<file path="config.mk">
export PLATFORM = sky130hd
export DESIGN_NAME = seq1101_detector
export DESIGN_NICKNAME = d
export VERILOG_FILES = /design/src/rtl/seqdet_pkg.sv /design/src/rtl/seqdet_next.sv /design/src/rtl/seqdet_state_reg.sv /design/src/rtl/seqdet_out.sv /design/src/rtl/seq1101_detector.sv
export SDC_FILE = /design/constraint.sdc
export NUM_CORES = 1
export LEC_CHECK = 0
export ABC_CLOCK_PERIOD_IN_PS = 1300
export CAP_MARGIN = 30
export CORE_AREA = 3 3 40 42
export CTS_BUF_LIST = sky130_fd_sc_hd__clkbuf_8 sky130_fd_sc_hd__clkbuf_16
export CTS_CLUSTER_SIZE = 28
export DETAILED_ROUTE_END_ITERATION = 7
export DIE_AREA = 0 0 43 45
export DONT_BUFFER_PORTS = 1
export GPL_ROUTABILITY_DRIVEN = 0
export SYNTH_ARGS = -nofsm -noshare
export SYNTH_HDL_FRONTEND = slang
export SYNTH_HIERARCHICAL = 1
export SYNTH_SLANG_ARGS = --single-unit
</file>
<file path="constraint.sdc">
create_clock -name clk -period 1.3 [get_ports clk]
set_input_delay 0.065 -clock clk [delete_from_list [all_inputs] [get_ports clk]]
set_output_delay 0.065 -clock clk [all_outputs]
set_load 0.02 [all_outputs]
</file>
<file path="src/rtl/seqdet_pkg.sv">
package seqdet_pkg;

    localparam int unsigned STATE_W = 2;

    typedef enum logic [STATE_W-1:0] {
        ST_IDLE   = 2'd0,
        ST_GOT1   = 2'd1,
        ST_GOT11  = 2'd2,
        ST_GOT110 = 2'd3
    } det_state_e;

    // Next state for the given current state and serial bit.
    function automatic det_state_e step_f(input det_state_e cur, input logic bit_in);
        det_state_e nxt;
        case (cur)
            ST_IDLE:   nxt = bit_in ? ST_GOT1  : ST_IDLE;
            ST_GOT1:   nxt = bit_in ? ST_GOT11 : ST_IDLE;
            ST_GOT11:  nxt = bit_in ? ST_GOT11 : ST_GOT110;
            ST_GOT110: nxt = bit_in ? ST_GOT1  : ST_IDLE;
            default:   nxt = ST_IDLE;
        endcase
        return nxt;
    endfunction

    // Mealy flag: the closing 1 arrives while three bits are already matched.
    function automatic logic hit_f(input det_state_e cur, input logic bit_in);
        logic h;
        case (cur)
            ST_GOT110: h = bit_in;
            default:   h = 1'b0;
        endcase
        return h;
    endfunction

endpackage

</file>
<file path="src/rtl/seqdet_next.sv">
module seqdet_next
    import seqdet_pkg::*;
(
    input  det_state_e cur_state,
    input  logic       bit_in,
    output det_state_e nxt_state
);
    always_comb begin
        nxt_state = step_f(cur_state, bit_in);
    end
endmodule

</file>
<file path="src/rtl/seqdet_state_reg.sv">
module seqdet_state_reg
    import seqdet_pkg::*;
(
    input  logic       clk,
    input  logic       rst,
    input  det_state_e nxt_state,
    output det_state_e cur_state
);
    always_ff @(posedge clk) begin
        if (rst) begin
            cur_state <= ST_IDLE;
        end else begin
            cur_state <= nxt_state;
        end
    end
endmodule

</file>
<file path="src/rtl/seqdet_out.sv">
module seqdet_out
    import seqdet_pkg::*;
(
    input  det_state_e cur_state,
    input  logic       bit_in,
    output logic       hit
);
    always_comb begin
        hit = hit_f(cur_state, bit_in);
    end
endmodule

</file>
<file path="src/rtl/seq1101_detector.sv">
module seq1101_detector
    import seqdet_pkg::*;
(
    input  logic clk,
    input  logic rst,
    input  logic x,
    output logic y
);
    det_state_e cur_state;
    det_state_e nxt_state;

    seqdet_next u_next (
        .cur_state (cur_state),
        .bit_in    (x),
        .nxt_state (nxt_state)
    );

    seqdet_state_reg u_reg (
        .clk       (clk),
        .rst       (rst),
        .nxt_state (nxt_state),
        .cur_state (cur_state)
    );

    seqdet_out u_out (
        .cur_state (cur_state),
        .bit_in    (x),
        .hit       (y)
    );
endmodule

</file>
==> metrics.md <==
| Metric | Value |
|---|---|
| Post-DP HPWL | 158 um |
| Worst setup path endpoint | u_reg/cur_state[0]$_SDFF_PP0_ |
| Register area share after synthesis | about 33% |
| Hold Vio Cnt, Final | 0 |
| Non-Filler Instances | 30 |
| Leakage | roughly 0.085 nW |
| # hold bufs at CTS | 1 |
| Core area | 1280 um^2 |
| Final setup violation count | 0 |
| Pre-CTS setup slack | between 100 and 150 ps |
| Fin worst setup slack | approximately 130 ps |
| DR iter-0 viols | 0 |
| R2R Setup Slk | 130 ps |
| Synth area leaders | dfxtp_1 (33%), mux2_4 (25%), ha_1 (21%) |
| FF-to-FF Start | u_reg/cur_state[0]$_SDFF_PP0_ |
| Initial core utilization | 9.44% |
| R2R Path End | u_reg/cur_state[0]$_SDFF_PP0_ |
| Layout net count | 22 |
| Setup bufs post-CTS | 0 |
| DR pass1 iterations | 1 |
| Vias/cell | 2.80 |
| Critical path required time | 1400 ps |
| Die area | 1940 um^2 |
| Period minus WS final | 1170 ps |
| Slowest CP cell | dfxtp_1 |
| Die X-Extent | 43 um |
| Worst Setup SP | u_reg/cur_state[0]$_SDFF_PP0_ |
| Cell count after synthesis | 11 |
| Synth Flop Type | dfxtp_1 |
| Power per standard cell area | 1760 nW/um^2 |
| Top reg by flops | u_reg/cur_state |
| Die H | 45 um |
| Synthesis-to-finish area growth | 57.7% |
| Critical path endpoint category | register |
| #FFs+latches synth | 2 |
| Final wirelength | roughly 250 um |
| Post-route DRC | 0 |
| CTS Root Cell | clkbuf_8 |
| Post-synth ARST share | 0% |
| Tcrit/Tclk final | 89.8% |
| CTS clk-pin slew, worst paths | 30 ps |
| Max-slew violations | 0 |
| Worst path bufs/invs | 1 |
| Setup crit start kind | register |
| Area leader, netlist | dfxtp_1 |
| Delay-heaviest family, CP | flip-flops |
| Post-synth top cells | dfxtp_1 (2), ha_1 (2), inv_1 (2), mux2_4 (2), nor2b_1 (2) |
| Global-route usage over all layers | between 3 and 4% |
| Worst clock skew | 3.12 ps |
| Status | complete, no violations |
| DP Area | 140 um^2 |
| Fill count | 146 |
| N_diodes | 0 |
| CP Max Fanout | 3 |
| Wirelength per Cell | 8.20 um |
| Worst r2r path cells | 4 |
| GRT overflow | 0 |
| H-tree levels | 1 |
| Layout cells sized above 1 | 33.3% |
| Worst-Skew Late Latency | 210 ps |
| Post_cts resized | 0 |
| Initial antenna violation count | 0 |
| Vias in the first global route | 97 |
| Setup TNS | 0 ps |
| Mapped Area | between 100 and 150 um^2 |
| Biggest regs | u_reg/cur_state: 2 flops |
| Syn nets | 16 |
| Cell area after layout | about 190 um^2 |
| Max FFs per register | 2 |
| Vias post-DR | 84 |
| RSZ-0062 raised after global routing | no |
| Worst-margin pin slew | 225 ps |
| Crit path DAT | approximately 1300 ps |
| Crit path depth | 4 |
| Tot Pwr | 0.338 mW |
| Buffers on Ports | 0 |
| Relative slew slack | a little under nine tenths |
| Worst-path cell chain | inv_1 -> ha_1 -> mux2_4 -> nor2b_1 |
| Max Freq | 857 MHz |
| Number of max-cap violations | 0 |
| CTS tree | yes |
| Slowest stage delay, CP | 340 ps |
| Clock buffer depth | 2 |
| # IOs | 4 |
| # clock sinks | 2 |
| First-pass GRT wire length | 372 um |
| Std-Cell Rows | 13 |
| Syn_area_per_cell | around 11 um^2 |
| Placed cells | 26 |
| TritonCTS buffer count | 3 |
| Post-synth EDFFs | 0 |
| Crit Path Class | register to register |
| DRT antenna net count | 0 |
| Largest net degree at the start of global routing | 4 |
| Ys Warns | 6 |
| Post-synth cell types | 6 |
| Worst min path class | input pin to register |
| Worst IR drop on VDD | 0.282 mV |
| Synth top area share | 33.0% |
==> per-layer routing <==
layer  wire [um]  vias to the layer above  share of wire, %  global-route usage (%)
li1            -                       43                 -                       -
met2         168                        1                68                    5.69
met4           0                        0                 0                    7.23
met5           0                        -                 0                       0
met3           0                        0                 0                       0
met1          77                       40                31                    1.67
==> cells in the final DEF, fill, tap and decap left out, drive strengths merged <==
master,synthesis,layout
dfxtp,2,2
mux2,2,2
and3,1,1
clkbuf,0,3
inv,2,2
dlygate4sd3,0,1
ha,2,2
nor2b,2,2
==> stage by stage <==
stage                     utilization [%]  hold WS [ps]
after floorplan                         -           137
after global placement               10.9           137
after detailed placement             10.9           139
after CTS                            14.9           110
after global routing                 14.9           116
final                                14.9           117
==> how the worst min path moves through the flow <==
stage,start,end,slack [ps],depth (start not counted)
after global routing,x,u_reg/cur_state[1]$_SDFF_PP0_,120,2
after global placement,rst,u_reg/cur_state[1]$_SDFF_PP0_,140,1
final,x,u_reg/cur_state[1]$_SDFF_PP0_,120,2
after floorplan,rst,u_reg/cur_state[0]$_SDFF_PP0_,140,1
after CTS,x,u_reg/cur_state[1]$_SDFF_PP0_,110,2
after detailed placement,rst,u_reg/cur_state[0]$_SDFF_PP0_,140,1
==> kinds of logic (layout without fill, tap and decap cells) <==
family	after synthesis	count (layout)	synth area share, %
AND/OR/NAND/NOR	3	3	15.5
multiplexers	2	2	24.7
buffers and inverters	2	6	6.19
flip-flops	2	2	33.0
adder cells (fa/ha/maj)	2	2	20.6
==> cell type report <==
cell class                 count  area [um^2]  share of cell area, %
multi-input combinational      7         73.8                   38.6
clock buffer                   3         41.3                   21.6
sequential                     2         40.0                   20.9
tap                           15         18.8                   9.80
timing repair buffer           1         10.0                   5.23
inverter                       2         7.51                   3.92
==> power breakdown <==
part	switching (mW)	total, mW	leakage [nW]	internal [mW]
clock network	0.0444	0.240	0.0216	0.195
registers	0.00340	0.0700	0.0164	0.0666
logic	0.00864	0.0278	0.0474	0.0191
Power figures use the tool's default switching activity.
